===== config.mk =====
export PLATFORM = sky130hd
export DESIGN_NAME = marquee_digits
export DESIGN_NICKNAME = d
export VERILOG_FILES = /design/src/rtl/marq_pkg.sv /design/src/rtl/marq_tick.sv /design/src/rtl/marq_scan.sv /design/src/rtl/marq_step.sv /design/src/rtl/marq_render.sv /design/src/rtl/marquee_digits.sv
export SDC_FILE = /design/constraint.sdc
export NUM_CORES = 1
export LEC_CHECK = 0
export BUFFER_PORTS_ARGS = -buffer_cell sky130_fd_sc_hd__buf_2
export CAP_MARGIN = 20
export CORE_MARGIN = 2
export CORE_UTILIZATION = 35
export DETAILED_ROUTE_END_ITERATION = 10
export PLACE_DENSITY_LB_ADDON = 0.05
export SYNTH_ARGS = -nofsm -noshare
export SYNTH_HDL_FRONTEND = slang
export SYNTH_SLANG_ARGS = --single-unit

===== constraint.sdc =====
create_clock -name clk -period 3.9 [get_ports clk]
set_clock_uncertainty 0.1 [all_clocks]
set_input_delay 0.585 -clock clk [delete_from_list [all_inputs] [get_ports clk]]
set_output_delay 0.585 -clock clk [all_outputs]
set_load 0.03 [all_outputs]

===== src/rtl/marq_pkg.sv =====
package marq_pkg;

    localparam int NPOS        = 6;
    localparam int ROT_STATES  = NPOS;
    localparam int FILL_STATES = 2 * NPOS;

    typedef logic [2:0]        pos_t;
    typedef logic [3:0]        step_t;
    typedef logic [6:0]        seg_t;
    typedef logic [NPOS-1:0]   sel_t;
    typedef logic signed [5:0] sidx_t;

    typedef enum logic {
        MODE_ROTATE = 1'b0,
        MODE_FILL   = 1'b1
    } mode_e;

    typedef struct packed {
        mode_e mode;
        step_t step;
        pos_t  pos;
    } view_t;

    localparam pos_t POS_LAST = pos_t'(NPOS - 1);

    function automatic step_t last_step(mode_e m);
        return (m == MODE_FILL) ? step_t'(FILL_STATES - 1) : step_t'(ROT_STATES - 1);
    endfunction

    function automatic seg_t glyph(pos_t d);
        case (d)
            3'd0:    return 7'b1111110;
            3'd1:    return 7'b0110000;
            3'd2:    return 7'b1101101;
            3'd3:    return 7'b1111001;
            3'd4:    return 7'b0110011;
            3'd5:    return 7'b1011011;
            default: return 7'b0000000;
        endcase
    endfunction

    // Digit index shown at a position; out of 0..NPOS-1 means blank.
    function automatic sidx_t slot_index(mode_e m, pos_t p, step_t s);
        int v;
        v = int'(p) + int'(s);
        if (m == MODE_ROTATE) begin
            if (v >= NPOS) v = v - NPOS;
        end else if (int'(s) > NPOS) begin
            v = v - FILL_STATES;
        end
        return sidx_t'(v);
    endfunction

endpackage


===== src/rtl/marq_tick.sv =====
module marq_tick #(
    parameter int PERIOD = 2
) (
    input  logic clk,
    input  logic rst,
    output logic tick
);
    localparam int            W    = (PERIOD > 1) ? $clog2(PERIOD) : 1;
    localparam logic [W-1:0]  LAST = W'(PERIOD - 1);

    logic [W-1:0] cnt;

    always_ff @(posedge clk) begin
        if (rst || cnt == LAST) cnt <= '0;
        else                    cnt <= cnt + 1'b1;
    end

    assign tick = (cnt == LAST);
endmodule


===== src/rtl/marq_scan.sv =====
module marq_scan
    import marq_pkg::*;
(
    input  logic clk,
    input  logic rst,
    input  logic tick,
    output pos_t pos
);
    always_ff @(posedge clk) begin
        if (rst)       pos <= '0;
        else if (tick) pos <= (pos == POS_LAST) ? '0 : pos + 3'd1;
    end


    scan_hold_chk: assert property (@(posedge clk) disable iff (rst)
        !tick |=> $stable(pos));

    scan_next_chk: assert property (@(posedge clk) disable iff (rst)
        tick |=> pos == (($past(pos) == POS_LAST) ? 3'd0 : 3'($past(pos) + 3'd1)));
endmodule


===== src/rtl/marq_step.sv =====
module marq_step
    import marq_pkg::*;
(
    input  logic  clk,
    input  logic  rst,
    input  logic  wrap,
    input  logic  fill_mode,
    output step_t step,
    output mode_e mode_q
);
    logic  half;
    logic  adv;
    mode_e mode_in;

    assign mode_in = mode_e'(fill_mode);
    assign adv     = wrap && !half;

    always_ff @(posedge clk) begin
        if (rst) begin
            half   <= 1'b0;
            step   <= '0;
            mode_q <= MODE_ROTATE;
        end else begin
            if (wrap) half <= !half;
            if (mode_in != mode_q) begin
                mode_q <= mode_in;
                step   <= '0;
            end else if (adv) begin
                step <= (step >= last_step(mode_q)) ? '0 : step + 4'd1;
            end
        end
    end


    step_range_chk: assert property (@(posedge clk) disable iff (rst)
        step <= last_step(mode_q));

    mode_restart_chk: assert property (@(posedge clk) disable iff (rst)
        (mode_in != mode_q) |=> (step == '0 && mode_q == $past(mode_in)));

    step_hold_chk: assert property (@(posedge clk) disable iff (rst)
        (!wrap && mode_in == mode_q) |=> $stable(step));
endmodule


===== src/rtl/marq_render.sv =====
module marq_render
    import marq_pkg::*;
(
    input  logic  clk,
    input  logic  rst,
    input  view_t view,
    output seg_t  seg,
    output sel_t  dsel_n
);
    sidx_t idx;
    logic  blank;

    always_comb begin
        idx    = slot_index(view.mode, view.pos, view.step);
        blank  = (idx < 0) || (idx > sidx_t'(NPOS - 1));
        seg    = blank ? '0 : glyph(pos_t'(idx[2:0]));
        dsel_n = (rst || blank) ? '1 : ~(sel_t'(1) << (POS_LAST - view.pos));
    end


    sel_onehot_chk: assert property (@(posedge clk) disable iff (rst)
        $onehot0(~dsel_n));

    blank_dark_chk: assert property (@(posedge clk) disable iff (rst)
        (dsel_n == '1) |-> (seg == '0));

    always @(posedge clk) begin
        if (rst) reset_dark_chk: assert (dsel_n == '1);
    end
endmodule


===== src/rtl/marquee_digits.sv =====
module marquee_digits
    import marq_pkg::*;
#(
    parameter int SCAN_PERIOD = 25001,
    parameter int STEP_PERIOD = 5000001
) (
    input  logic       clk,
    input  logic       rst,
    input  logic       fill_mode,
    output logic [6:0] seg,
    output logic [5:0] dsel_n
);
    logic  scan_tick;
    logic  step_wrap;
    pos_t  pos;
    step_t step;
    mode_e mode_q;
    view_t view;

    marq_tick #(.PERIOD(SCAN_PERIOD)) u_scan_div (
        .clk(clk), .rst(rst), .tick(scan_tick)
    );

    marq_tick #(.PERIOD(STEP_PERIOD)) u_step_div (
        .clk(clk), .rst(rst), .tick(step_wrap)
    );

    marq_scan u_scan (
        .clk(clk), .rst(rst), .tick(scan_tick), .pos(pos)
    );

    marq_step u_step (
        .clk(clk), .rst(rst), .wrap(step_wrap), .fill_mode(fill_mode),
        .step(step), .mode_q(mode_q)
    );

    assign view = '{mode: mode_q, step: step, pos: pos};

    marq_render u_render (
        .clk(clk), .rst(rst), .view(view), .seg(seg), .dsel_n(dsel_n)
    );
endmodule


==> flow_summary.yaml, run 1 <==
synthesis:
  async_flop_share: 0
  synthFlopType: "dfxtp_1"
  yosys-top-cells-area: "dfxtp_1, ha_1, xor2_1"
  yosysWarnings: 0
  synth.avg_cell_area_um2: 8.622
  yosysTopAreaCellShare: 0.3307
  netlist_instances: 330
  yosysSeqAreaShare: 0.3307
  yosys_register_bits: 47
  netlist_area_mm2: 0.002845
  yosysTopAreaCell: "dfxtp_1"
  synth-edff-count: 0
  synth_nets: 355
  yosys.cell_types.count: 58
pwr:
  power_density_mw_per_mm2: 272.4
  cellLeakagePower_nw: 1.259
  ir_drop_mv: 0.1370
grt:
  track_usage: 0.1402
  grt_max_degree: 24
  antenna_found_initial: 0
  grt_pass1_vias: 2114
  grt_pass1_wl_um: 9970
  overflow: 0
floorplan:
  initial_core_util: 0.3644
  die_w_um: 94.16
  die_height_um: 94.16
  std_cell_rows: 32
  fp.coreArea_mm2: 0.007807
  io_pins: 16
  die_area_mm2: 0.008866
drt:
  drt_pass1_iterations: 4
  wl_um: 5881
  drc: 0
  first_iter_violations: 68
  ant_nets: 0
  vias_per_cell: 4.950
  wl_per_cell_um: 12.90
  via_count: 2257
cells_and_area:
  final_common_cell: "nor2_1"
  final_cell_mix: "nor2_1, dfxtp_1, xor2_1"
  nets: 378
  syn_to_final_growth_pct: 15.88
  fin_util: 0.4223
  drive_above_1_share: 0.1893
  num_antenna_cells: 0
worst_setup_path:
  crit_required_ns: 3.21
  crit_fanout: 7
  r2r.worst_path.cells: 5
  cp.arrival_ns: 3.14
  reg2reg_slack_ns: 1.45
  end_kind: "output port"
  path_class: "reg -> out"
  r2r_end: "u_step_div.cnt[6]"
  r2r-start: "u_step_div.cnt[4]"
  startpoint_type: "flip-flop"
cts:
  clockBufferDepth: 2
  cts_root_buffer: "clkbuf_8"
  htreeDepth: 2
  clk_latency_ns: 0.30
  path_clk_slew_ns: 0.08
  cts_tree: "yes"
  numCtsBuffers: 5
  cts.sinks: 47
placed_design:
  io_buffers: 15
  hpwlAfterDp_um: 4158
  gp_congestion: 0.7972
worst_hold_path:
  hold_class: "reg -> reg"
  holdPathEnd: "u_step_div.cnt[0]"
  min_path_cells: 1
  min_from: "u_step_div.cnt[0]"
sta:
  relSlewSlack: 0.4240
  tightest_slew_ns: 0.8561
  report.final.slew_viol_count: 0
  setup_viol: 0
  min_period_ns: 3.825
  hold-worst-slack_ns: 0.3921
  rsz0062_at_grt: "yes"
  fmax_mhz: 261.4
  min_period_over_period: 0.9807
  hold_viol: 0
flow_run:
  maxCapViolCount: 0
status:
  status: "completed"
metal layers:
layer	vias to the layer above	global-route usage	wire length, um
met3	10	0.02488	101
met5	-	0	0
li1	1193	-	-
met1	1040	0.1966	3068
met2	14	0.2125	2585
met4	0	0.05556	125
cell type report:
class | instances | area (um^2)
Clock buffer | 7 | 86.33
Clock inverter | 1 | 8.758
Fill cell | 814 | 4511
Inverter | 18 | 67.56
Multi-Input combinational cell | 253 | 1866
Sequential cell | 47 | 953.4
Tap cell | 102 | 127.6
Timing Repair Buffer | 28 | 187.7
synth_stat cells (2+ instances only):
master	number
nor2_1	53
dfxtp_1	47
xor2_1	27
ha_1	21
inv_1	18
nand2_1	18
nand3_1	16
nand4_1	14
xnor2_1	13
a21oi_1	11
and3_1	7
a21o_1	5
nor3_1	5
buf_4	4
nand4b_1	4
o21ai_0	4
a211o_1	3
and2_1	3
clkbuf_1	3
nor4_1	3
nor4b_1	3
o21a_1	3
a211oi_1	2
a21boi_1	2
and4_1	2
buf_6	2
nand3b_1	2
nor2b_1	2
nor4_2	2
nor4bb_1	2
o211ai_1	2
worst max-delay path by stage:
| stage | cells after the start | start | end |
|---|---|---|---|
| final | 13 | u_scan.pos[0] | seg[6] |
| after global routing | 13 | u_scan.pos[0] | seg[6] |
| after CTS | 13 | u_scan.pos[0] | seg[0] |
| after detailed placement | 14 | u_scan.pos[2] | seg[6] |
| after global placement | 14 | u_scan.pos[2] | seg[3] |
| after floorplan | 12 | u_step.step[0] | seg[0] |
flip-flops by register name (all words and copies together), names as in the netlist:
| signal | flops |
|---|---|
| u_scan_div.cnt | 15 |
| u_step.mode_q | 1 |
| u_step_div.cnt | 23 |
| u_step.half | 1 |
| u_step.step | 4 |
| u_scan.pos | 3 |
where the power goes:
part	switching (mW)	internal, mW	leakage, nW
logic	0.0559	0.0382	0.827
clock network	0.163	0.145	0.0484
registers	0.0104	0.486	0.384
logic make-up after synthesis:
| family | after synthesis | synth area share |
|---|---|---|
| compound gates | 42 | 0.1060 |
| buf+inv | 30 | 0.05100 |
| flops | 47 | 0.3307 |
| xor+xnor | 41 | 0.1289 |
| simple gates | 147 | 0.2806 |
| fa+ha+maj | 22 | 0.09938 |
| mux | 1 | 0.003518 |
per-stage QoR:
step | setup slack, ns | area (um^2) | total power, mW | setup TNS (ns) | std cells
global placement | 0.2018 | 3059 | 0.5949 | 0 | 445
floorplan | 0.01064 | 2863 | 0.5768 | 0 | 330
global route | -0.06556 | 3297 | 0.9455 | -0.2624 | 456
detailed placement | 0.1623 | 3059 | 0.5938 | 0 | 445
finish | 0.07514 | 3297 | 0.8982 | 0 | 456
CTS | 0.007632 | 3241 | 0.9181 | 0 | 455
repair_timing:
item	4_1_cts	5_1_grt
hold buffers	0	0
pin swaps	4	3
setup endpoints to repair	13	13
resized for setup	17	14
buffers inserted	2	1
critical path: stages (launching register included):
cell,delay (ns)
dfxtp_4,0.37
ha_4,0.17
fa_2,0.38
xnor2_2,0.15
inv_1,0.08
ha_2,0.18
a21oi_2,0.06
ha_2,0.20
and2_4,0.18
a221o_1,0.33
a21oi_4,0.23
o211ai_1,0.16
a21boi_4,0.19
buf_6,0.15
No activity file was read; power rests on OpenSTA's default activity.
==> run 2, diff against run 1 <==
CORE_UTILIZATION = 55   (was 35)
MAX_ROUTING_LAYER = met4   (was default)
RECOVER_POWER = 100   (was default)
==> run 2 against run 1 <==
  * The flow now finishes with violations (setup timing)
  * Core utilization rose by 24 points
  * Sequential cell count did not move
  * Critical path depth rose by 1
  * Hold slack got worse by 0.0046 ns
  * Combinational power rose by 7%
  * Routed wire length rose by 0.27%
  * Cell count fell by 5.9%
  * Critical path type unchanged
  * Die area fell by 35%
  * Via count rose by 3.8%
  * Sequential power barely moved
==> flow_summary.yaml, run 2 (synthesis gave the netlist of run 1 again) <==
cells_and_area:
  final_cell_mix: "nor2_1, dfxtp_1, xor2_1"
  regMostFlops: "u_step_div.cnt"
  nets: 383
  syn_to_final_growth_pct: 17.06
  fin_util: 0.6605
  drive_above_1_share: 0.1978
  final_common_cell: "nor2_1"
  reg_top3: "u_step_div.cnt x23, u_scan_div.cnt x15, u_step.step x4"
  largest_reg_flops: 23
  num_antenna_cells: 0
  final_area_mm2: 0.003331
grt:
  grt_pass1_vias: 2186
  track_usage: 0.2171
  overflow: 0
  antenna_found_initial: 0
  grt_max_degree: 24
  grt_pass1_wl_um: 10120
placed_design:
  dpl_cell_area_mm2: 0.003027
  gp_congestion: 0.8674
  hpwlAfterDp_um: 4003
  io_buffers: 15
floorplan:
  die_height_um: 75.93
  die_area_mm2: 0.005765
  std_cell_rows: 26
  die_w_um: 75.93
  io_pins: 16
  fp.coreArea_mm2: 0.005042
  initial_core_util: 0.5643
sta:
  report.final.slew_viol_count: 0
  setup_viol: 1
  min_period_over_period: 1.002
  setup_ws_ns: -0.005968
  setup_tns_ns: -0.005968
  relSlewSlack: 0.1736
  hold_viol: 0
  min_period_ns: 3.906
  rsz0062_at_grt: "yes"
  fmax_mhz: 256.0
  tightest_slew_ns: 1.240
pwr:
  ir_drop_mv: 0.2294
  total_power_mw: 0.9104
  power_density_mw_per_mm2: 273.3
  cellLeakagePower_nw: 1.289
drt:
  wl_um: 5897
  via_count: 2342
  drc: 0
  ant_nets: 0
  vias_per_cell: 5.459
  first_iter_violations: 106
  drt_pass1_iterations: 5
  wl_per_cell_um: 13.75
status:
  violations: "setup timing"
  status: "finished, violations left"
worst_setup_path:
  path_class: "reg -> out"
  crit_fanout: 5
  startpoint_type: "flip-flop"
  crit_required_ns: 3.21
  cp.arrival_ns: 3.22
  end_kind: "output port"
cts:
  htreeDepth: 2
  numCtsBuffers: 5
  clk_latency_ns: 0.30
  clockBufferDepth: 2
  cts_root_buffer: "clkbuf_8"
  path_clk_slew_ns: 0.08
  cts.sinks: 47
  cts_hold_buf: 0
  cts_tree: "yes"
worst_hold_path:
  hold_class: "reg -> reg"
flow_run:
  maxCapViolCount: 0
## run 2: cell types whose count changed in the layout (fill, tap and decap cells not counted), sizes merged
cell    change
clkbuf      +2
a32o        +1
buf         +1
inv         +1
## run 2: per-stage QoR
step,hold WS [ns],worst slack [ns],cells
final,0.3875,-0.005968,429
after global routing,0.4414,-0.1370,429
after CTS,0.3933,0.02503,426
after detailed placement,0.3718,0.1271,414
after global placement,0.3644,0.2172,414
after floorplan,0.3416,0.01064,330
## run 2: what timing repair did
item,CTS,global route
pin swaps,10,12
gates cloned,0,1
setup endpoints to repair,13,13
hold endpoints to repair,0,0
resized for setup,19,21
setup buffers,4,2
## run 2: worst paths after layout
path | from | to | slack, ns | cells after the start
min | u_step_div.cnt[0] | u_step_div.cnt[0] | 0.39 | 1
max | u_step.step[0] | seg[4] | -0.006 | 14
max reg2reg | u_step_div.cnt[11] | u_step_div.cnt[2] | 1.11 | 5
min reg2reg | u_step_div.cnt[0] | u_step_div.cnt[0] | 0.39 | 1
## run 2: critical path, stage by stage (launching register included)
cell,delay [ns]
dfxtp_2,0.35
ha_4,0.17
fa_2,0.42
xnor2_2,0.15
inv_1,0.08
ha_2,0.19
a21oi_2,0.05
ha_2,0.20
and2_4,0.18
a22o_4,0.23
a211oi_4,0.33
buf_4,0.19
nor3_2,0.04
o21a_1,0.22
buf_6,0.13
## run 2: layout make-up
type	count	area (um^2)
clock buffer	6	82.58
clock inverter	2	13.76
multi-input combinational	254	1891
fill	448	1712
timing repair buffer	32	241.5
tap	70	87.58
inverter	18	67.56
sequential	47	947.2
## run 2: layer usage
layer / share of wire / wire length, um / GRT usage / up-vias
li1: - / - / - / 1205
met1: 0.51 / 3007 / 0.2983 / 1109
met2: 0.46 / 2698 / 0.3295 / 23
met3: 0.025 / 150 / 0.03452 / 5
met4: 0.0068 / 40 / 0.07091 / 0
met5: 0 / 0 / - / -
## run 2: power breakdown
part	internal, mW	switching [mW]	total, mW
clock	0.145	0.168	0.313
combinational	0.0416	0.0589	0.101
sequential	0.487	0.0102	0.497
total	0.673	0.237	0.910
